**src/rtl/rs_syn_pkg.sv**
```systemverilog
// Package for the syndrome calculator.
// Holds the field parameters, the symbol type and the GF(32) helper functions.
// Assumes a polynomial basis where bit n is the coefficient of x^n.
package rs_syn_pkg;
    parameter int SYM_W = 5;
    parameter int N_SYM = 31;
    parameter int N_SYN = 4;
    // Low part of the primitive polynomial x^5 + x^2 + 1.
    parameter logic [SYM_W-1:0] PRIM_LOW = 5'b00101;

    typedef logic [SYM_W-1:0] sym_t;

    // Multiply by alpha once: shift left, then reduce if the top bit falls out.
    function automatic sym_t gf_xtime(input sym_t x);
        sym_t r;
        r = {x[SYM_W-2:0], 1'b0};
        if (x[SYM_W-1]) r = r ^ PRIM_LOW;
        return r;
    endfunction

    // Multiply by alpha^j. When j is constant this reduces to a fixed XOR network.
    function automatic sym_t gf_mul_apow(input sym_t x, input int j);
        sym_t r;
        r = x;
        for (int k = 0; k < j; k++) r = gf_xtime(r);
        return r;
    endfunction
endpackage

```
**src/rtl/rs_gf_constmul.sv**
```systemverilog
// Fixed multiplier by alpha^J in GF(32).
// Purely combinational. J must be a small non-negative constant.
module rs_gf_constmul
    import rs_syn_pkg::*;
#(
    parameter int J = 1
) (
    input  sym_t a_i,
    output sym_t p_o
);
    // Unrolled multiply-by-alpha chain, which folds into XOR gates.
    always_comb p_o = gf_mul_apow(a_i, J);
endmodule

```
**src/rtl/rs_syn_cell.sv**
```systemverilog
// One syndrome accumulator, evaluated at alpha^J.
// Start loads the incoming symbol. While enabled, each cycle computes s*alpha^J + symbol.
// Assumes start and enable are never both needed in the same cycle; start wins.
module rs_syn_cell
    import rs_syn_pkg::*;
#(
    parameter int J = 1
) (
    input  logic clk,
    input  logic rst_n,
    input  logic start_i,
    input  logic acc_en_i,
    input  sym_t sym_i,
    output sym_t syn_o
);
    sym_t scaled;

    rs_gf_constmul #(.J(J)) u_mul (
        .a_i (syn_o),
        .p_o (scaled)
    );

    // Horner step, with a fresh load on start.
    always_ff @(posedge clk) begin
        if (!rst_n)        syn_o <= '0;
        else if (start_i)  syn_o <= sym_i;
        else if (acc_en_i) syn_o <= scaled ^ sym_i;
    end

    // A start edge leaves exactly the symbol that came with it.
    assert_start_load_R2: assert property (@(posedge clk) disable iff (!rst_n)
        start_i |=> (syn_o == $past(sym_i)));
endmodule

```
**src/rtl/rs_syn_ctrl.sv**
```systemverilog
// Sequencer for the syndrome calculator.
// Counts symbols from start and enables accumulation for the remaining N_SYM-1 symbols.
// One cycle later it evaluates the all-zero input and raises exactly one flag.
// Assumes the symbols arrive back to back after start.
module rs_syn_ctrl
    import rs_syn_pkg::*;
(
    input  logic clk,
    input  logic rst_n,
    input  logic start_i,
    input  logic all_zero_i,
    output logic acc_en_o,
    output logic no_err_o,
    output logic ready_o
);
    localparam int CNT_W = $clog2(N_SYM + 1);
    localparam logic [CNT_W-1:0] LAST = CNT_W'(N_SYM);

    logic             busy;
    logic [CNT_W-1:0] cnt;

    // Accumulate until the count reaches the last symbol.
    always_comb acc_en_o = busy && (cnt != LAST);

    // Symbol counter, run state and the result flags.
    always_ff @(posedge clk) begin
        if (!rst_n) begin
            busy     <= 1'b0;
            cnt      <= '0;
            no_err_o <= 1'b0;
            ready_o  <= 1'b0;
        end else if (start_i) begin
            busy     <= 1'b1;
            cnt      <= CNT_W'(1);
            no_err_o <= 1'b0;
            ready_o  <= 1'b0;
        end else if (busy) begin
            if (cnt == LAST) begin
                busy     <= 1'b0;
                no_err_o <= all_zero_i;
                ready_o  <= !all_zero_i;
            end else begin
                cnt <= cnt + CNT_W'(1);
            end
        end
    end

    assert_flags_excl_R9: assert property (@(posedge clk) disable iff (!rst_n)
        !(no_err_o && ready_o));
    // A flag can only rise out of a run that has just completed its count.
    assert_flag_timing_R4: assert property (@(posedge clk) disable iff (!rst_n)
        ($rose(no_err_o) || $rose(ready_o)) |-> ($past(busy) && !$past(acc_en_o)));
    assert_start_clears_R7: assert property (@(posedge clk) disable iff (!rst_n)
        start_i |=> (!no_err_o && !ready_o));
endmodule

```
**src/rtl/rs_syndrome_calc.sv**
```systemverilog
// Top of the syndrome calculator.
// Builds four Horner accumulators at alpha^1..alpha^4 and a sequencer that counts symbols.
// After the last symbol it raises no-error or syndrome-ready, based on an all-zero test.
// Assumes one symbol per cycle from start onwards and start as a one-cycle pulse.
module rs_syndrome_calc
    import rs_syn_pkg::*;
(
    input  logic             clk,
    input  logic             rst_n,
    input  logic             start_i,
    input  logic [SYM_W-1:0] sym_i,
    output logic [SYM_W-1:0] syn1_o,
    output logic [SYM_W-1:0] syn2_o,
    output logic [SYM_W-1:0] syn3_o,
    output logic [SYM_W-1:0] syn4_o,
    output logic             no_err_o,
    output logic             syn_ready_o
);
    sym_t syn [N_SYN];
    logic acc_en;
    logic all_zero;

    // One accumulator per syndrome index, evaluated at alpha^(g+1).
    for (genvar g = 0; g < N_SYN; g++) begin : g_cell
        rs_syn_cell #(.J(g + 1)) u_cell (
            .clk      (clk),
            .rst_n    (rst_n),
            .start_i  (start_i),
            .acc_en_i (acc_en),
            .sym_i    (sym_i),
            .syn_o    (syn[g])
        );
    end

    // Zero test across all syndromes.
    always_comb begin
        all_zero = 1'b1;
        for (int k = 0; k < N_SYN; k++)
            if (syn[k] != '0) all_zero = 1'b0;
    end

    rs_syn_ctrl u_ctrl (
        .clk        (clk),
        .rst_n      (rst_n),
        .start_i    (start_i),
        .all_zero_i (all_zero),
        .acc_en_o   (acc_en),
        .no_err_o   (no_err_o),
        .ready_o    (syn_ready_o)
    );

    // Map the syndromes onto the separate output buses.
    always_comb begin
        syn1_o = syn[0];
        syn2_o = syn[1];
        syn3_o = syn[2];
        syn4_o = syn[3];
    end

    assert_noerr_zero_R5: assert property (@(posedge clk) disable iff (!rst_n)
        no_err_o |-> ({syn1_o, syn2_o, syn3_o, syn4_o} == '0));
    assert_ready_nonzero_R6: assert property (@(posedge clk) disable iff (!rst_n)
        syn_ready_o |-> ({syn1_o, syn2_o, syn3_o, syn4_o} != '0));
    assert_hold_R7: assert property (@(posedge clk) disable iff (!rst_n)
        ((no_err_o || syn_ready_o) && !start_i) |=>
            ($stable({syn1_o, syn2_o, syn3_o, syn4_o}) && $stable({no_err_o, syn_ready_o})));
endmodule

```
**config.mk**
```make
export PLATFORM = sky130hd
export DESIGN_NAME = rs_syndrome_calc
export DESIGN_NICKNAME = d
export VERILOG_FILES = /design/src/rtl/rs_syn_pkg.sv /design/src/rtl/rs_gf_constmul.sv /design/src/rtl/rs_syn_cell.sv /design/src/rtl/rs_syn_ctrl.sv /design/src/rtl/rs_syndrome_calc.sv
export SDC_FILE = /design/constraint.sdc
export NUM_CORES = 1
export LEC_CHECK = 0
export BUFFER_PORTS_ARGS = -buffer_cell sky130_fd_sc_hd__buf_4
export CAP_MARGIN = 20
export CORE_MARGIN = 2
export CORE_UTILIZATION = 38
export CTS_CLUSTER_DIAMETER = 30
export DETAILED_ROUTE_END_ITERATION = 10
export GPL_ROUTABILITY_DRIVEN = 0
export PLACE_DENSITY_LB_ADDON = 0.1
export SETUP_SLACK_MARGIN = 0.15
export SYNTH_ARGS = -nofsm -noshare
export SYNTH_HDL_FRONTEND = slang
export SYNTH_SLANG_ARGS = --single-unit
```
**constraint.sdc**
```tcl
create_clock -name clk -period 1.9 [get_ports clk]
set_clock_uncertainty 0.1 [all_clocks]
set_input_delay 0.38 -clock clk [delete_from_list [all_inputs] [get_ports clk]]
set_output_delay 0.38 -clock clk [all_outputs]
set_load 0.03 [all_outputs]
```
==> results of run 1 <==
==> power by group through the flow <==
stage	Combinational, W	Clock [W]	Sequential (W)
floorplan	0.000201	0	0.000741
global placement	0.000360	0	0.000696
detailed placement	0.000366	0	0.000698
CTS	0.000401	0.000349	0.000688
global route	0.000451	0.000376	0.000698
finish	0.000419	0.000335	0.000690
==> worst max-delay path: stages (launching register included) <==
cell,delay (ns)
dfxtp_2,0.35
ha_4,0.15
and3_4,0.18
ha_4,0.20
buf_4,0.15
nor3b_4,0.21
buf_6,0.14
a22oi_2,0.04
or2_1,0.21
a21boi_1,0.15
==> sequential cells by signal, summed over array words and instances (netlist names) <==
signal / cells
u_ctrl.cnt: 5
g_cell.u_cell.syn_o: 20
u_ctrl.no_err_o: 1
u_ctrl.ready_o: 1
u_ctrl.busy: 1
==> repair_timing <==
action,CTS,global route
endpoints found under the hold margin,0,0
cloned,2,1
resized for setup,18,9
pin swaps,14,13
setup buffers,8,4
setup endpoints to repair,22,22
==> metal layers <==
layer,part of all wire (%),GRT usage (%),vias up
li1,-,-,813
met1,46,27.3,823
met2,49,34.9,39
met3,4.1,2.60,4
met4,1.1,5.34,0
met5,0,0,-
==> cells by family after synthesis <==
family,Yosys count
AND/OR/NAND/NOR,75
adder cells (fa/ha/maj),2
AO/OA/AOI/OAI,68
XOR/XNOR,10
buffers and inverters,20
flip-flops,28
multiplexers,1
==> cell usage in the layout, fill, tap and decap left out, types with 2 or more instances in the layout <==
cell,instances
dfxtp_1,25
a21boi_1,17
nor2_1,24
ha_4,2
a222oi_1,2
a22oi_2,5
o21a_1,3
nand2b_1,2
buf_4,42
a22oi_1,7
a22o_1,7
xnor2_1,3
inv_1,3
nor3_1,2
clkbuf_8,3
nor2b_1,4
or2_1,9
nand2_1,13
xor2_1,7
o31ai_1,2
dfxtp_2,3
a21oi_1,6
nand4_1,2
o21ai_0,15
nor3b_4,4
buf_6,10
or2_0,3
nor4_1,5
nand2b_4,3
==> cell type report <==
cell class,instances,area (um2)
repair buffers,53,448
flip-flops and latches,28,564
inverters,3,11.3
clock buffers,3,41.3
well taps,52,65.1
fillers,424,2020
multi-input cells,159,1140
==> stage by stage <==
stage / power [W] / std cells / setup slack [ns] / setup TNS [ns]
floorplan: 0.000943 / 204 / 0.0505 / 0
detailed placement: 0.00106 / 280 / -0.144 / -0.566
CTS: 0.00144 / 293 / -0.0162 / -0.0317
finish: 0.00144 / 298 / -0.0480 / -0.192
global route: 0.00152 / 298 / -0.135 / -1.34
global placement: 0.00106 / 280 / -0.119 / -0.320
==> worst paths after layout <==
check | startpoint | to | cells past startpoint
worst min register to register | g_cell[2].u_cell.syn_o[4]$_SDFFE_PN0P_ | g_cell[2].u_cell.syn_o[2]$_SDFFE_PN0P_ | 2
worst max-delay path | u_ctrl.cnt[1]$_SDFFE_PP0P_ | g_cell[0].u_cell.syn_o[0]$_SDFFE_PN0P_ | 9
worst min-delay path | sym_i[0] | g_cell[1].u_cell.syn_o[0]$_SDFFE_PN0P_ | 3
worst max register to register | u_ctrl.cnt[1]$_SDFFE_PP0P_ | g_cell[0].u_cell.syn_o[0]$_SDFFE_PN0P_ | 9
==> flow_metrics.env, run 1 <==
export IMPL_setup_viol=9
export IMPL_drc_violations=0
export IMPL_grt_start_max_net_pins=44
export IMPL_cp_max_fo=7
export IMPL_synth_simple_area_share_pct=24.0
export IMPL_timing_fmax_mhz=513
export IMPL_area_growth_pct=36.8
export IMPL_synthArstFlopShare_pct=0
export IMPL_htree_num_levels=1
export IMPL_initial_utilization_pct=38.7
export IMPL_sequentialPowerShare_pct=47.8
export IMPL_worstHoldPathType="in2reg"
export IMPL_finalCriticalPeriod_ns=1.95
export IMPL_wl_per_cell_um=16.7
export IMPL_grt_overflow_total=0
export IMPL_synth_seq_area_share_pct=33.7
export IMPL_maximum_buffer_depth_of_the_clock_tree=2
export IMPL_synth_net_count=214
export IMPL_failed_checks="setup timing"
export IMPL_combinational_family_with_the_most_area_after_synthesis="compound AO/OA/AOI/OAI gates"
export IMPL_comb_power_share_pct=29.0
export IMPL_place_area_mm2=0.00200
export IMPL_internal_power_w=0.000960
export IMPL_cp_end_kind="flop"
export IMPL_clk_pin_slew_worst_paths_ns=0.10
export IMPL_layout_drive_gt1_share_pct=32.5
export IMPL_power_frac_clock_pct=23.2
export IMPL_cts_buffers_inserted=3
export IMPL_grt_setup_unrepaired="yes"
export IMPL_grt_antenna_before_repair=0
export IMPL_drt_initial_drc_count=110
export IMPL_synth_area_top_cells="dfxtp_1, a21boi_1, nor2_1, a22oi_1, o21ai_0"
export IMPL_post_synth_instance_area_mm2=0.00166
export IMPL_number_of_global_route_vias_before_repair=1565
export IMPL_power_per_cell_area_mw_per_mm2=634
export IMPL_buffer_ports_inserted=29
export IMPL_postLayoutCellArea_mm2=0.00227
export IMPL_synthMuxAreaShare_pct=0.602
export IMPL_sw_frac_of_total_pct=33.5
export IMPL_post_route_clock_period_utilization_pct=103
export IMPL_ioPinCount=30
export IMPL_post_synth_inst_count=204
export IMPL_finalNetCount=258
export IMPL_yosysMostFrequentCell="dfxtp_1"
export IMPL_grt_pass1_wl_mm=7.97
export IMPL_synth_compound_area_share_pct=28.5
export IMPL_worst_hold_margin_ns=0.317
export IMPL_synthAdderAreaFrac_pct=1.50
export IMPL_netlist_area_leader_share_pct=33.7
export IMPL_timing_final_hold_violations=0
export IMPL_netlist_cell_type_count=36
export IMPL_chipWidth_um=70.2
export IMPL_slew_headroom_pct=74.1
export IMPL_vias_cell=5.63
export IMPL_antenna_violating_nets_post_route=0
export IMPL_postRouteWirelength_mm=4.99
export IMPL_hold_buffers=0
export IMPL_clkLatencyLatePin_ns=0.28
export IMPL_drt_pass1_iter_count=4
export IMPL_overall_die_area_mm2=0.00492
export IMPL_postLayoutSetupSlackWorst_ns=-0.0480
export IMPL_clock_root_buffer="clkbuf_8"
export IMPL_dieHeight_um=70.2
export IMPL_vdd_ir_drop_max_mv=0.273
export IMPL_ant_diodes=0
export IMPL_vias=1679
export IMPL_clock_sinks=28
export IMPL_core_rowCount=24
export IMPL_outcome="finished, violations left"
export IMPL_yosys_warnings=0
export IMPL_setup_worst_path_start_class="flop"
export IMPL_cts_tree="built"
export IMPL_maxSlewViolCount=0
export IMPL_critical_path_data_required_time_ns=2.01
export IMPL_max_slew_worst_pin_slew_ns=0.388
export IMPL_dp_hpwl_mm=3.13
export IMPL_yosysTopAreaCell="dfxtp_1"
export IMPL_cellLeakagePower_nw=0.896
export IMPL_cp_data_arrival_time_ns=2.05
export IMPL_synth_seq_cells=28
export IMPL_max_cap_violations=0
export IMPL_design_core_area_mm2=0.00429
export IMPL_synth_top_flop_cell="dfxtp_1"
export IMPL_synth_edff_count=0
export IMPL_utilization_pct=53.0
export IMPL_synthTopCellsByCount="dfxtp_1, nor2_1, o21ai_0, a21boi_1, nand2_1"
export IMPL_average_cell_area_after_synthesis_um2=8.15
export IMPL_synth_xor_area_share_pct=5.27
export IMPL_critical_path_class="reg2reg"
export IMPL_ff2ff_setup_slack_ns=-0.05
export IMPL_grt_use_total_pct=20.5
export IMPL_p_switching_w=0.000484
Note: power is estimated with default switching activity, not from simulation.
==> run 2, diff against run 1 <==
--- a/config.mk
+++ b/config.mk
@@ -13,7 +13,6 @@
 export DETAILED_ROUTE_END_ITERATION = 10
 export GPL_ROUTABILITY_DRIVEN = 0
 export PLACE_DENSITY_LB_ADDON = 0.1
-export SETUP_SLACK_MARGIN = 0.15
 export SYNTH_ARGS = -nofsm -noshare
 export SYNTH_HDL_FRONTEND = slang
 export SYNTH_SLANG_ARGS = --single-unit
==> run 2 against run 1 <==
Compared with the run above: highest routed layer unchanged; non-clock buffer count is 2 lower; power up 9.8%; register-to-register slack better by 0.02 ns; first-iteration DRC count is 13% lower; the flow still finishes with violations (setup timing); cell count down 0.67%; fmax is 1.2% higher; critical path depth is the same; via count down 0.42%; hold slack lost 0.014 ns.
==> flow_metrics.env, run 2 (same netlist as run 1, synthesis figures left out) <==
export IMPL_worst_path_dominant_cell_family="simple AND/OR/NAND/NOR gates"
export IMPL_cell_by_cell_trace_of_the_critical_path="ha_4 > and3_4 > ha_4 > buf_12 > nor3b_2 > buf_4 > a22oi_2 > or2_1 > a21boi_1"
export IMPL_grt_met3_usage_pct=2.45
export IMPL_worst_setup_path_endpoint="g_cell[3].u_cell.syn_o[1]$_SDFFE_PN0P_"
export IMPL_cts_tree="built"
export IMPL_setup_viol=6
export IMPL_chipWidth_um=70.2
export IMPL_dp_hpwl_mm=3.16
export IMPL_worstHoldPathType="in2reg"
export IMPL_cts_buffers_inserted=3
export IMPL_layout_drive_gt1_share_pct=32.0
export IMPL_clk_pin_slew_worst_paths_ns=0.11
export IMPL_worstPathBufferInverterCount=2
export IMPL_failed_checks="setup timing"
export IMPL_finalNetCount=255
export IMPL_worst_reg2reg_path_length_in_cells=9
export IMPL_met1_track_demand_over_resource_in_global_routing_pct=26.0
export IMPL_htree_num_levels=1
export IMPL_maximum_buffer_depth_of_the_clock_tree=2
export IMPL_critical_path_class="reg2reg"
export IMPL_critical_path_depth=9
export IMPL_grt_start_max_net_pins=44
export IMPL_clock_root_buffer="clkbuf_8"
export IMPL_dpl_cell_count=285
export IMPL_buffer_ports_inserted=29
export IMPL_layout_cells_most_common_list="buf_4, dfxtp_1, nor2_1"
export IMPL_cellLeakagePower_nw=0.890
export IMPL_worst_path_largest_cell_delay_ns=0.35
export IMPL_power_frac_clock_pct=31.1
export IMPL_sw_frac_of_total_pct=31.3
export IMPL_drc_violations=0
export IMPL_maxSlewViolCount=0
export IMPL_cp_data_arrival_time_ns=2.05
export IMPL_worstSetupStartpoint="u_ctrl.cnt[0]$_SDFFE_PN0P_"
export IMPL_grt_use_total_pct=19.1
export IMPL_cp_max_fo=6
export IMPL_rr_startpoint="u_ctrl.cnt[0]$_SDFFE_PN0P_"
export IMPL_clkLatencyLatePin_ns=0.28
export IMPL_ant_diodes=0
export IMPL_core_rowCount=24
export IMPL_globalRouteMet2Util_pct=32.1
export IMPL_slew_headroom_pct=61.7
export IMPL_setup_worst_path_start_class="flop"
export IMPL_number_of_global_route_vias_before_repair=1531
export IMPL_postRouteWirelength_mm=4.90
export IMPL_grt_antenna_before_repair=0
export IMPL_design_core_area_mm2=0.00429
export IMPL_dp_slack_ns=-0.0856
export IMPL_fin_cells=296
export IMPL_layout_commonest_cell="buf_4"
export IMPL_grt_pass1_wl_mm=7.49
export IMPL_max_slew_worst_pin_slew_ns=0.574
export IMPL_sequentialPowerShare_pct=43.6
export IMPL_place_area_mm2=0.00201
export IMPL_ff2ff_setup_slack_ns=-0.03
export IMPL_tns_ns=-0.0849
export IMPL_cp_end_kind="flop"
export IMPL_post_route_clock_period_utilization_pct=101
export IMPL_busiest_metal_layer_after_global_routing="met2"
export IMPL_critical_path_most_common_cell="ha_4"
export IMPL_postLayoutCellArea_mm2=0.00223
export IMPL_drt_pass1_iter_count=4
export IMPL_biggestRegsByFlops="g_cell.u_cell.syn_o (20), u_ctrl.cnt (5)"
export IMPL_registers_top_by_ff_count="g_cell.u_cell.syn_o"
export IMPL_area_growth_pct=34.4
export IMPL_max_cap_violations=0
export IMPL_internal_power_w=0.00109
export IMPL_utilization_pct=52.0
export IMPL_comb_power_share_pct=25.3
export IMPL_grt_overflow_total=0
export IMPL_drt_initial_drc_count=96
export IMPL_vias=1672
export IMPL_vdd_ir_drop_max_mv=0.367
export IMPL_crit_path_top_delay_cell="dfxtp_2"
export IMPL_wl_per_cell_um=16.6
export IMPL_antenna_violating_nets_post_route=0
export IMPL_initial_utilization_pct=38.7
export IMPL_dieHeight_um=70.2
export IMPL_p_switching_w=0.000496
export IMPL_timing_final_hold_violations=0
export IMPL_overall_die_area_mm2=0.00492
export IMPL_critical_path_reg2reg_endpoint="g_cell[3].u_cell.syn_o[1]$_SDFFE_PN0P_"
export IMPL_ioPinCount=30
export IMPL_grt_setup_unrepaired="yes"
export IMPL_clock_sinks=28
export IMPL_outcome="finished, violations left"
export IMPL_power_per_cell_area_mw_per_mm2=709
export IMPL_finalCriticalPeriod_ns=1.93
export IMPL_timing_fmax_mhz=519
export IMPL_vias_cell=5.65
export IMPL_critical_path_data_required_time_ns=2.02
export IMPL_hold_buffers=0
export IMPL_largest_register_ff_count=20
export IMPL_postLayoutSetupSlackWorst_ns=-0.0256
run 2: cell types whose count changed in the layout (fill, tap and decap cells not counted), moves of 2 or more:
cell,before,now
buf_6,10,3
a22oi_2,5,7
buf_4,42,47
nor3b_2,1,3
nor3b_4,4,2
a22oi_1,7,5
run 2: through the flow:
step | hold WS, ns | power [W]
global route | 0.308 | 0.00166
global placement | 0.361 | 0.00106
floorplan | 0.343 | 0.000936
CTS | 0.296 | 0.00156
finish | 0.303 | 0.00158
detailed placement | 0.366 | 0.00107
run 2: per-layer routing:
metal	vias up	part of all wire (%)
met5	-	0
met4	0	0.59
met3	4	3.4
met2	33	50
met1	829	46
li1	806	-
run 2: final cells by class:
type                    instances  area (um2)
inverters                       3        11.3
multi-input cells             158        1120
clock inverters                 1        30.0
well taps                      52        65.1
clock buffers                   3        41.3
fillers                       417        2060
repair buffers                 51         407
flip-flops and latches         28         563
run 2: worst reg2reg max path: stages, from the launching register on:
cell,delay (ns)
dfxtp_2,0.35
ha_4,0.16
and3_4,0.18
ha_4,0.18
buf_12,0.14
nor3b_2,0.14
buf_4,0.17
a22oi_2,0.05
or2_1,0.24
a21boi_1,0.15
run 2: worst min-delay path by stage:
stage | slack, ns | endpoint | from | cells past startpoint
6_report | 0.30 | g_cell[1].u_cell.syn_o[1]$_SDFFE_PN0P_ | sym_i[1] | 3
5_1_grt | 0.31 | g_cell[0].u_cell.syn_o[0]$_SDFFE_PN0P_ | sym_i[0] | 3
4_1_cts | 0.30 | g_cell[1].u_cell.syn_o[1]$_SDFFE_PN0P_ | sym_i[1] | 3
3_5_place_dp | 0.37 | u_ctrl.cnt[4]$_SDFFE_PP0P_ | u_ctrl.cnt[4]$_SDFFE_PP0P_ | 2
3_3_place_gp | 0.36 | u_ctrl.cnt[4]$_SDFFE_PP0P_ | u_ctrl.cnt[4]$_SDFFE_PP0P_ | 2
2_1_floorplan | 0.34 | u_ctrl.cnt[4]$_SDFFE_PP0P_ | u_ctrl.cnt[4]$_SDFFE_PP0P_ | 2
run 2: repair_timing:
action | in CTS | in global routing
pin swaps | 5 | 12
cloned | 0 | 2
hold endpoints to repair | 0 | 0
gates resized for setup | 4 | 18
endpoints found under the setup margin | 18 | 19
setup buffers | 2 | 3
run 2: power by group through the flow:
stage / Clock [W] / Sequential [W] / Combinational, W
finish: 0.000492 / 0.000691 / 0.000402
floorplan: 0 / 0.000740 / 0.000196
CTS: 0.000503 / 0.000684 / 0.000376
global placement: 0 / 0.000695 / 0.000365
global route: 0.000525 / 0.000698 / 0.000435
detailed placement: 0 / 0.000697 / 0.000371
